`src/rtl/cptr_pkg.sv`:
```
package cptr_pkg;

  // Main pointer of entry d: single-error-correcting codeword, optional
  // overall parity in bit 7 (zero when the option is off).
  function automatic logic [7:0] main_ptr(input logic [3:0] d, input bit ext);
    logic [7:0] c;
    c[0] = d[0] ^ d[1] ^ d[3];
    c[1] = d[0] ^ d[2] ^ d[3];
    c[2] = d[0];
    c[3] = d[1] ^ d[2] ^ d[3];
    c[4] = d[1];
    c[5] = d[2];
    c[6] = d[3];
    c[7] = ext ? ^c[6:0] : 1'b0;
    return c;
  endfunction

endpackage

```
`src/rtl/cptr_row_match.sv`:
```
module cptr_row_match #(
  parameter int TAG_W = 7
) (
  input  logic [TAG_W-1:0] tag,
  input  logic [TAG_W-1:0] ptr,
  output logic             row_sel,
  output logic             row_near
);
  localparam logic [TAG_W-1:0] ONE = TAG_W'(1);

  logic             exact_hit;
  logic [TAG_W-1:0] flip_hit;
  logic             near_any;

  assign exact_hit = (tag == ptr);

  for (genvar b = 0; b < TAG_W; b++) begin : g_flip
    assign flip_hit[b] = ((tag ^ ptr) == (ONE << b));
  end

  assign near_any = |flip_hit;
  // exact term wins through the selector; variants only matter otherwise
  assign row_sel  = exact_hit ? 1'b1 : near_any;
  assign row_near = near_any & ~exact_hit;
endmodule

```
`src/rtl/cptr_read_or.sv`:
```
module cptr_read_or #(
  parameter int N = 16,
  parameter int W = 32
) (
  input  logic [N-1:0]   sel,
  input  logic [N*W-1:0] words,
  output logic [W-1:0]   data
);
  always_comb begin
    data = '0;
    for (int i = 0; i < N; i++)
      if (sel[i]) data = data | words[i*W +: W];
  end
endmodule

```
`src/rtl/cptr_regfile.sv`:
```
module cptr_regfile #(
  parameter int N_ENTRIES  = 16,
  parameter int DATA_W     = 32,
  parameter bit EXT_PARITY = 1'b0,
  localparam int TAG_W     = 7 + (EXT_PARITY ? 1 : 0)
) (
  input  logic                 clk,
  input  logic                 rst_n,
  input  logic                 wr_en,
  input  logic [TAG_W-1:0]     wr_tag,
  input  logic [DATA_W-1:0]    wr_data,
  input  logic [TAG_W-1:0]     rd_tag,
  output logic [DATA_W-1:0]    rd_data,
  output logic [N_ENTRIES-1:0] rd_sel,
  output logic                 rd_fault,
  output logic                 rd_miss
);
  import cptr_pkg::*;

  logic [N_ENTRIES*DATA_W-1:0] mem_flat;
  logic [N_ENTRIES-1:0]        rd_near;
  logic [N_ENTRIES-1:0]        wr_sel;
  logic [N_ENTRIES-1:0]        wr_near;
  logic                        wr_miss;

  for (genvar e = 0; e < N_ENTRIES; e++) begin : g_entry
    localparam logic [7:0] FULL = main_ptr(4'(e), EXT_PARITY);
    localparam logic [TAG_W-1:0] PTR = FULL[TAG_W-1:0];

    cptr_row_match #(.TAG_W(TAG_W)) u_rd_match (
      .tag(rd_tag), .ptr(PTR), .row_sel(rd_sel[e]), .row_near(rd_near[e]));

    cptr_row_match #(.TAG_W(TAG_W)) u_wr_match (
      .tag(wr_tag), .ptr(PTR), .row_sel(wr_sel[e]), .row_near(wr_near[e]));

    always_ff @(posedge clk or negedge rst_n) begin
      if (!rst_n)                 mem_flat[e*DATA_W +: DATA_W] <= '0;
      else if (wr_en && wr_sel[e]) mem_flat[e*DATA_W +: DATA_W] <= wr_data;
    end
  end

  cptr_read_or #(.N(N_ENTRIES), .W(DATA_W)) u_read (
    .sel(rd_sel), .words(mem_flat), .data(rd_data));

  assign rd_miss  = ~|rd_sel;
  assign rd_fault = |rd_near;
  assign wr_miss  = ~|wr_sel;

  // at most one row enabled
  p_onehot_r5: assert property (@(posedge clk) disable iff (!rst_n)
    $onehot0(rd_sel));
  // a miss reads as zero
  p_miss_zero_r4: assert property (@(posedge clk) disable iff (!rst_n)
    rd_miss |-> (rd_data == '0));
  // a fault flag always comes with a selected row
  p_fault_hit_r3: assert property (@(posedge clk) disable iff (!rst_n)
    rd_fault |-> ($countones(rd_sel) == 1));
  // a write to the row being read shows up after the edge
  p_write_lands_r6: assert property (@(posedge clk) disable iff (!rst_n)
    (wr_en && !wr_miss && (wr_sel == rd_sel)) |=>
      ($stable(rd_sel) |-> (rd_data == $past(wr_data))));
  // an unmatched write leaves the read word unchanged
  p_miss_write_r7: assert property (@(posedge clk) disable iff (!rst_n)
    (wr_en && wr_miss) |=> ($stable(rd_tag) |-> $stable(rd_data)));
  // the write decoder tolerates a flip, so a write never matches two rows
  p_wr_onehot_r3: assert property (@(posedge clk) disable iff (!rst_n)
    wr_en |-> ($onehot0(wr_sel) && ($countones(wr_near) <= 1)));
endmodule

```
`config.mk`:
```
export PLATFORM = sky130hd
export DESIGN_NAME = cptr_regfile
export DESIGN_NICKNAME = d
export VERILOG_FILES = /design/src/rtl/cptr_pkg.sv /design/src/rtl/cptr_row_match.sv /design/src/rtl/cptr_read_or.sv /design/src/rtl/cptr_regfile.sv
export SDC_FILE = /design/constraint.sdc
export NUM_CORES = 1
export LEC_CHECK = 0
export ABC_CLOCK_PERIOD_IN_PS = 3800
export BUFFER_PORTS_ARGS = -buffer_cell sky130_fd_sc_hd__buf_2
export CORE_AREA = 4 4 223 225
export DETAILED_ROUTE_END_ITERATION = 8
export DIE_AREA = 0 0 227 229
export HOLD_SLACK_MARGIN = 0.03
export PLACE_DENSITY = 0.74
export SLEW_MARGIN = 20
export SYNTH_ARGS = -nofsm -noshare
export SYNTH_HDL_FRONTEND = slang
export SYNTH_SLANG_ARGS = --single-unit
```
`constraint.sdc`:
```
create_clock -name clk -period 3.8 [get_ports clk]
set_input_delay 1.14 -clock clk [delete_from_list [all_inputs] [get_ports clk]]
set_output_delay 1.14 -clock clk [all_outputs]
set_load 0.005 [all_outputs]
```
# Word level (Yosys, flattened, before mapping)
# Index checks and enable logic that the tools add are counted.
# word_totals
elab_cells,448
input_bits,49
output_inout_bits,50
register_bits,512
# classes
bitwise,77
muxes,48
reduce_logical,53
eq_ne,254
# op_table
cell,count
$mux 32,16
$or 32x32->32,15
$eq 7x7->1 const B,48
$eq 7x6->1 const B,40
$eq 7x5->1 const B,36
$eq 7x3->1 const B,34
$eq 7x1->1 const B,32
$eq 7x2->1 const B,32
$eq 7x4->1 const B,32
$reduce_or 7->1,32
$not 4->4,14
$not 3->3,14
$mux 1,32
$reduce_or 16->1,2
$and 1x1->1,16
$logic_and 1x1->1,16
$not 1->1,16
$logic_not 7->1,2
$not 7->7,2
$logic_not 1->1,1

# Depth between registers and ports, before layout
# Gate-level depths: netlist of the first run.
# depth
ltp_word,34
mapped_depth,11
ltp_nobuf,7

# By module
# Synthesis of the first run repeated with hierarchy kept, for this count alone.
# hier_totals
hier_cells,2302
hier_area_um2,29997.5
# modules_own_cells
module,n_inst,area_per_inst_um2,cells_per_inst,seq_area_each_um2
cptr_regfile,1,20841.2,1134,12812.3
cptr_row_match,32,197.7,26,0.0
cptr_read_or,1,2830.2,336,0.0

# Worst setup path after synthesis of the first run
# Ideal clock, no wire load.
# synth_timing
path_type,input to output
start,in rd_tag[4]
end,out rd_data[11]
t_required_ps,2660
arrival_time_ps,2821
path_buffers,3
slack_ps,-161
cell_stages,8
cell_sequence,buf_2 buf_4 nor2_1 o221ai_1 a31o_2 clkbuf_1 a222oi_1 nand3_1
# synth_via
elab_chain_cells,34
elab_cells_between_ends,199
cone_classes,127 x eq/ne; 32 x mux; 23 x bitwise; 17 x reduce/logical
# synth_rtl
item,line_no,source
from (decl),cptr_regfile.sv:12,"input logic [TAG_W-1:0] rd_tag,"
"$eq 7x1->1, or another cell as far along",cptr_row_match.sv:18,assign flip_hit[b] = ((tag ^ ptr) == (ONE << b));
$reduce_or 7->1,cptr_row_match.sv:21,assign near_any = |flip_hit;
$mux 1,cptr_row_match.sv:23,assign row_sel = exact_hit ? 1'b1 : near_any;
$mux 32,cptr_read_or.sv:12,if (sel[i]) data = data | words[i*W +: W];
$or 32x32->32,cptr_read_or.sv:12,
$mux 32,cptr_read_or.sv:12,
$or 32x32->32,cptr_read_or.sv:12,
$mux 32,cptr_read_or.sv:12,
(+18 left out),n/a,
$or 32x32->32,cptr_read_or.sv:12,
$mux 32,cptr_read_or.sv:12,
$or 32x32->32,cptr_read_or.sv:12,
$mux 32,cptr_read_or.sv:12,
$or 32x32->32,cptr_read_or.sv:12,
$mux 32,cptr_read_or.sv:12,
$or 32x32->32,cptr_read_or.sv:12,
$mux 32 (*),cptr_read_or.sv:12,
to (decl),cptr_regfile.sv:13,"output logic [DATA_W-1:0] rd_data,"
# Every way passes the cells marked *; elsewhere a longest branch is shown, timed or not.

# Worst setup path in the final report of the first run
# layout_timing
start,in rd_tag[4]
end,out rd_data[21]
# The elaborated chain is that of the path after synthesis.

==> reports/results.txt, run 1 <==
The routed layout has 22300 vias. The synthesized-area fraction occupied by ao, oa, aoi and oai cells works out to 0.154. The clock power share is 0.297. The data required time at the worst endpoint came out at 2.66 ns. After the last flow step, the layout net total stands at 2582. The worst register-to-register path ends at mem_flat[318]. The combinational family with the most area after synthesis was multiplexers. In this run the core area contains 80 standard-cell rows. In the post-synthesis netlist, the biggest area contributors are dfrtp_1, mux2_2, a22oi_1. The worst slack at placement was -0.799 ns.

Static timing analysis puts the maximum clock frequency at 0.225 GHz. TritonCTS built the clock tree. For the number of remaining DRC errors, the log shows 0. The flow ran to the end, but the final reports show violations. Buffer type at the clock tree root: clkbuf_16.

The tools report the number of hold violations in the final report as 0. The synthesized design contains 512 register bits. The H-tree was split into 2 levels. On the worst path, the slowest cell contributes a delay of 0.31 ns.

The largest registers in the layout are mem_flat (512). In the final timing run, aggregate negative setup slack is -19.37 ns. Summed over all layers, the global routing overflow is 0. With fillers left out, the area of the finished cells amounts to 0.0338 mm².

The worst setup path is captured at a primary output. Using the TritonRoute via totals, the vias-per-cell ratio works out to 7.00. At the pin with the least slew margin, the transition time is 1.20 ns.

The switching power share of the total is 0.295. The final worst setup slack is -0.652 ns, and the clock latency of the later-clocked register in the worst-skew pair is 0.60 ns. The critical path runs through a total of 13 cells. Entering global routing, the biggest net connects 109 pins.

The worst setup path is of the in2out kind. The count of nets left with antenna violations once routing finished came out at 0. The post-synthesis share of cell area spent on xor and xnor gates works out to 0.00326.

Sequential standard cell area: 0.0128 mm². In this design, the critical path's most frequently occurring cell is buf_12. The first-pass detailed-route iteration total is 6.

The die covers 0.0520 mm². Setup repair after global routing could not meet its margin everywhere. The number of global-route vias before repair was 23000.

The total routing resource utilization after global routing is 0.348. The number of buffer and inverter stages on the critical path is 6. The basic-gate share of the synthesized area counting and, or, nand and nor cells works out to 0.0841. The logs give 0 for the total of max-cap violations and 99 for the count of pins on the block boundary. The cell area reported after detailed placement is 0.0298 mm², and the post-synthesis to final-layout area growth is 29.8%.

Type of origin of the critical path: an input pin. The starting utilization of the core area came out at 0.548. For this block, the routed nets add up to 94000 µm of wire. The number of DRC markers in iteration 0 came out at 3248.

Counting flops with a built-in enable in the synthesized netlist gives 0. The most frequent standard cell in the layout excluding fill and tap cells was dfrtp_1. The portion of the post-synthesis area used by sequential elements came out at 0.492. The clock period minus worst slack was 4.45 ns; the maximum resistive drop on vdd was 0.476 mV. The most area-hungry cell type in the Yosys netlist was dfrtp_1. The run gives 0.489 as the power share of the sequential group.

After floorplanning, the core was sized to cover 0.0475 mm². The number of buffers added on ports is 97, and the worst reg-to-reg setup slack is 2.94 ns. Across the routed clock network, the largest skew measured is 0 ns.

The launch point of the critical path is rd_tag[4]. The slowest stage cell on the critical path is a221oi_4. The tools report the end point of the critical path as rd_data[21].

Cell internal power was estimated by the tool at 12100 µW. The TritonCTS sink count is 512, and the total power is 17100 µW. The run gives 0.214 as the part of the power in combinational logic. For the wire length of the first global-routing pass, the log shows 140000 µm. For this design the ratio of total power to cell area is 507 mW/mm². The cell count after synthesis was 2212. The final hold slack is 0.467 ns, and the final number of setup-violating endpoints is 44.

The initial antenna violation count was 1; the share of the clock period used by the worst path after layout was 1.17. The fraction of final layout cells sized beyond drive strength 1 is 0.508, and the global placement routability congestion is 0.986. The clock passes through at most 3 buffers. mem_flat holds more flip-flops than any other register.

The synthesized area came out at 0.0261 mm². For the multi-input gate area in the final layout, the log shows 0.0135 mm². Yosys printed 0 warnings.

In the layout the commonest cells are dfrtp_1, mux2_2, buf_4. The checks that failed: setup timing. In this run, CTS created clock tree buffers numbering 50. Share of synthesized cell area in full adder, half adder and majority cells: 0.000384. Clock-pin slew was measured on the worst setup and hold paths at 0.06 ns. The average cell area after synthesis was 11.8 µm².

The run gives 3.31 ns as the data arrival at the endpoint of the critical path. The half-perimeter wire length of the detailed placement result was 56400 µm; the worst-case reg-to-reg path depth was 1. The relative slew slack came out at 0.202.

The multiplexer share of the synthesized area is 0.223. Summed over all nets, the switching power comes to 5060 µW. The run gives 0 as the final-report max-slew violation count. For this run, the leading register cell type out of synthesis is dfrtp_1. In the final routed layout, each cell accounts on average for 29.5 µm. The highest fanout seen on the critical path is 7. In this run the worst hold path is classified as in2async.

The total nets after synthesis is 2261, and the share of flip-flops with an asynchronous set or reset after synthesis is 1.00. Among cell families on the critical path, the largest total delay comes from buffers and inverters. In this run, distinct cell masters in the synthesized netlist total 86. The startpoint identified for the worst register-to-register timing path is mem_flat[318]. Traced cell by cell, the critical path runs through buf_12 > or2_4 > buf_6 > a221oi_4 > nor3_4 > buf_12 > buf_16 > buf_4 > a22oi_2 > nand4_1 > nor3_2 > nand3_1 > buf_2.

The x dimension of the die is 227 µm, and the vertical die dimension is 229 µm. Counting the fill cells in the layout gives 3093. Area share of the largest cell type after synthesis: 0.492.

The register with the most flip-flops in the layout has 512 of them. For the cell leakage power, the log shows 0.0144 µW.
## cell usage after synthesis (all sizes together), types with 12 or more instances
library cell	count
or2	12
a22oi	155
a211oi	28
nand2	116
a221oi	33
nand4	66
a222oi	55
o21ai	37
mux2	514
nor3	54
buf	121
a22o	82
nand2b	13
a21oi	32
nor2	51
dfrtp	512
nor3b	14
clkbuf	107
nand3	56
## per-stage QoR
| step | utilization | cells |
|---|---|---|
| floorplan | - | 2212 |
| global placement | 0.626 | 3017 |
| detailed placement | 0.626 | 3017 |
| CTS | 0.698 | 3172 |
| global route | 0.712 | 3190 |
| finish | 0.712 | 3190 |
## cell families after synthesis
logic type,count (synthesis)
adders and majority gates,1
AOI/OAI and AO/OA,510
muxes,516
other,1
DFF,512
and+or+nand+nor,424
xor gates and xnor gates,8
buffers and inverters,240
## how the worst min path moves through the flow
stage                   from            end  slack, ns  cells after the start
3_3_place_gp   mem_flat[387]  mem_flat[387]       0.47                      1
2_1_floorplan  mem_flat[387]  mem_flat[387]       0.46                      1
6_report               rst_n  mem_flat[364]       0.47                      1
5_1_grt                rst_n  mem_flat[364]       0.48                      1
3_5_place_dp   mem_flat[414]  mem_flat[414]       0.50                      1
4_1_cts                rst_n  mem_flat[286]       0.46                      1
## final cells by class
class | instances | share of cell area
multi-input cells | 1461 | 0.399
flip-flops and latches | 512 | 0.379
repair buffers | 496 | 0.149
clock buffers | 72 | 0.0427
well taps | 615 | 0.0227
clock inverters | 21 | 0.00680
inverters | 12 | 0.00144
diodes | 1 | 0.0000740
## metal layers
metal / part of all wire / track usage / vias up / routed length, µm
met4: 0.065 / 0.179 / 0 / 6100
met2: 0.46 / 0.535 / 1546 / 42900
met3: 0.11 / 0.0741 / 420 / 10200
met5: 0 / 0 / - / 0
li1: - / - / 9159 / -
met1: 0.37 / 0.469 / 11200 / 34800
## power by group through the flow
stage                     combinational [µW]  clock, µW  sequential [µW]
after floorplan                         2250          0             7930
after global placement                  3150          0             8210
after detailed placement                3290          0             8330
after CTS                               3540       5110             8280
after global routing                    3940       5340             8550
final                                   3670       5100             8370
## repair_timing
| action | CTS | global route |
|---|---|---|
| setup endpoints to repair | 49 | 48 |
| gates resized for setup | 247 | 100 |
| setup buffers | 51 | 18 |
| cloned | 12 | 5 |
| pin swaps | 89 | 85 |
| hold buffers | 0 | 0 |
| endpoints found under the hold margin | 0 | 0 |
(Power assumes the default switching activity.)
==> inputs of run 2 (changes only) <==
--- a/config.mk
+++ b/config.mk
@@ -7,11 +7,13 @@
 export LEC_CHECK = 0
 export ABC_CLOCK_PERIOD_IN_PS = 3800
 export BUFFER_PORTS_ARGS = -buffer_cell sky130_fd_sc_hd__buf_2
+export CAP_MARGIN = 0
 export CORE_AREA = 4 4 223 225
 export DETAILED_ROUTE_END_ITERATION = 8
 export DIE_AREA = 0 0 227 229
 export HOLD_SLACK_MARGIN = 0.03
 export PLACE_DENSITY = 0.74
+export SETUP_SLACK_MARGIN = 0.15
 export SLEW_MARGIN = 20
 export SYNTH_ARGS = -nofsm -noshare
 export SYNTH_HDL_FRONTEND = slang
==> run 2 against run 1 <==
The flow still finishes with violations (setup timing). Worst setup slack gained 0.022 ns. Register-to-register slack is essentially flat. Combinational power grew 2%. Critical path depth shrank 1. Die area is the same. Clock-buffer cell count grew 4. Clock power grew 1%. Highest routed layer is now met5.
==> reports/results.txt, run 2 (synthesis results as in run 1) <==
For the number of vias in the routed layout, the log shows 22600 (+1.3%). The starting utilization of the core area was 0.548 (unchanged); the detailed-route vias per instance was 7.07 (+1.1%). The register ranked first by flip-flop count is mem_flat. In this run the worst setup path begins at rd_tag[4]. The maximum number of pins on one net before global-route repair is 116 (+6.4%), and the number of cells in the finished layout apart from fillers is 3197 (+0.22%).

The data arrival at the endpoint of the critical path came out at 3.29 ns (-0.02 ns). The logs give 35700 µm (+2.5%) for the wire length the detailed router placed on met1 and 0 (unchanged) for the number of remaining DRC errors. Grouping stages by cell kind, the critical path spends the most delay in compound AO/OA/AOI/OAI gates.

The share of the clock period used by the worst path after layout works out to 1.17 (-0.00584). The total routing resource utilization after global routing was 0.357 (+0.00899); the number of nets with antenna violations after detailed routing was 0 (unchanged). The length of routed met2 wiring came out at 43900 µm (+2.4%). The number of buffers inserted during clock tree synthesis came out at 51 (+2.0%).

In this run the critical register-to-register path is captured at mem_flat[382]. The run gives 0.454 ns (-0.0126 ns) as the final hold slack. The global placement routability congestion was 1.05 (+6.4%). The routed length per placed instance was 29.9 µm (+1.4%); the worst clock skew on the final layout was 0 ns (unchanged).

The tools report the worst reg-to-reg setup slack as 2.93 ns (about the same). The number of cells on the critical path is 12 (-1), and the clock latency of the later-clocked register in the worst-skew pair is 0.62 ns (+0.02 ns). The total wire length is 95500 µm (+1.6%). The tools report the initial antenna violation count as 3 (+2). The logs give -0.858 ns (-0.0598 ns) for the worst slack at placement and 8 (+2) for the first-pass detailed-route iteration total.

The vertical die dimension is 229 µm (unchanged). The number of DRC markers in iteration 0 was 3213 (-1.1%); the flip-flop count of the largest register, all copies and words added was 512 (unchanged). The clock period minus worst slack is 4.43 ns (-0.0222 ns). From synthesis to final layout, the design area changed by 32.1%.

The number of global-route vias before repair was 23400 (+1.8%); the highest fanout seen on the critical path was 8 (+1). The total power per unit cell area came out at 503 mW/mm² (-0.76%). The half-perimeter wire length of the detailed placement result was 56700 µm (+0.59%). The data required time at the worst endpoint came out at 2.66 ns (about the same). The min-delay analysis places its worst path in the category in2async. Largest stage delay on the critical path: 0.40 ns (+0.09 ns). The final number of setup-violating endpoints is 48 (+9.1%).

X dimension of the die: 227 µm (unchanged). Setup repair after global routing could not meet its margin everywhere. The wire length of the first global-routing pass is 143000 µm (+2.2%). The critical path ends at rd_data[1]. The logs give -0.630 ns (+0.0222 ns) for the final worst setup slack and 0 (unchanged) for the total of max-cap violations. Walking the worst path, the cells encountered are buf_12 > buf_8 > nand2b_4 > buf_8 > a221oi_4 > o21ai_2 > o21a_2 > buf_6 > buf_12 > a222oi_1 > nand3_2 > buf_2. Startpoint of the worst register-to-register path: mem_flat[382]. The run gives 0 (unchanged) as the aggregate global routing overflow. Leaving out fill and tap cells, the most frequent cells in the layout are dfrtp_1, mux2_2, buf_4. STA classifies the critical path endpoint as a primary output.

Worst-case reg-to-reg path depth: 1 (unchanged). The logs give 0.0520 mm² (unchanged) for the die area and 80 (unchanged) for the floorplan row count. TritonCTS built the clock tree. The core box area is 0.0475 mm² (unchanged). The largest registers in the layout are mem_flat (512). Cell count after placement: 3007 (-0.33%). By startpoint and endpoint, the worst setup path is classified as in2out. The maximum clock insertion buffer count was 3 (unchanged). The count of pins on the block boundary came out at 99 (unchanged).

The count of filler cells inserted in the layout came out at 2997 (-3.1%). The slowest stage cell on the critical path is a222oi_1. The clock transition time at the flip-flop clock pins of the worst setup and hold paths works out to 0.06 ns (about the same). The detailed router used layers up to and including met5. The buffer type at the clock tree root was clkbuf_16. Slew at the pin with the worst max-slew slack: 1.04 ns (-0.156 ns).

The number of buffer and inverter stages on the critical path is 6 (unchanged). For the final-stage net count, the log shows 2592 (+0.39%). The final-report max-slew violation count is 0 (unchanged), and the fraction of final layout cells sized beyond drive strength 1 is 0.517 (+0.00851). The detailed-routed wire length on met3 is 9740 µm (-4.1%), and the number of levels the H-tree was split into is 2 (unchanged). The cell leakage power is 0.0146 µW (+1.1%), and the total of hold buffers inserted after clock tree synthesis is 0 (unchanged).

For the maximum resistive drop on vdd, the log shows 0.499 mV (+4.9%). The TritonCTS sink count was 512 (unchanged). The highest clock frequency the design can meet was 0.226 GHz (+0.50%); the end-of-flow core utilization was 0.724 (+0.0127). The checks that failed: setup timing. The run finished, with violations left.

The number of hold violations in the final report came out at 0 (unchanged). The number of buffers added on ports works out to 97 (unchanged). Type of origin of the critical path: an input pin. The run gives 0.305 (+0.104) as the relative slew slack. Most frequent standard cell in the layout excluding fill and tap cells: dfrtp_1.
==> run 2: worst min path at each step <==
stage                              from  depth (start not counted)             to
after floorplan           mem_flat[387]                          1  mem_flat[387]
after global placement    mem_flat[387]                          1  mem_flat[387]
after detailed placement  mem_flat[387]                          1  mem_flat[387]
after CTS                         rst_n                          1  mem_flat[236]
after global routing              rst_n                          1  mem_flat[236]
final                             rst_n                          1  mem_flat[236]
==> run 2: stage by stage <==
step / TNS (ns) / power, µW / instance area [µm²]
after floorplan: -0.869 / 10200 / 26400
after global placement: -31.43 / 11400 / 29800
after detailed placement: -30.96 / 11600 / 29800
after CTS: -18.44 / 17100 / 33600
after global routing: -21.67 / 18000 / 34400
final: -19.67 / 17300 / 34400
==> run 2: where the power goes <==
part	switching (µW)	internal [µW]	leakage (µW)
clock	2200	2950	0.000818
sequential	1320	7090	0.00628
combinational	1620	2140	0.00746
total	5140	12200	0.0146
==> run 2: area by class of cell <==
class | count | area, µm² | area share
diodes | 2 | 5.00 | 0.000145
clock buffers | 76 | 1470 | 0.0427
clock inverters | 14 | 213 | 0.00618
inverters | 12 | 47.5 | 0.00138
multi-input cells | 1460 | 13600 | 0.395
flip-flops and latches | 512 | 12800 | 0.372
well taps | 615 | 769 | 0.0223
repair buffers | 506 | 5500 | 0.160
==> run 2: per-layer routing <==
metal  up-vias  global-route usage
met5         -                   0
met4         2               0.195
met3       470              0.0781
met2      1528               0.552
met1     11400               0.472
li1       9166                   -
==> run 2: repair_timing <==
action,in CTS,in global routing
pin swaps,96,124
setup buffers,66,16
resized for setup,269,131
cloned,14,2
endpoints found under the setup margin,49,49
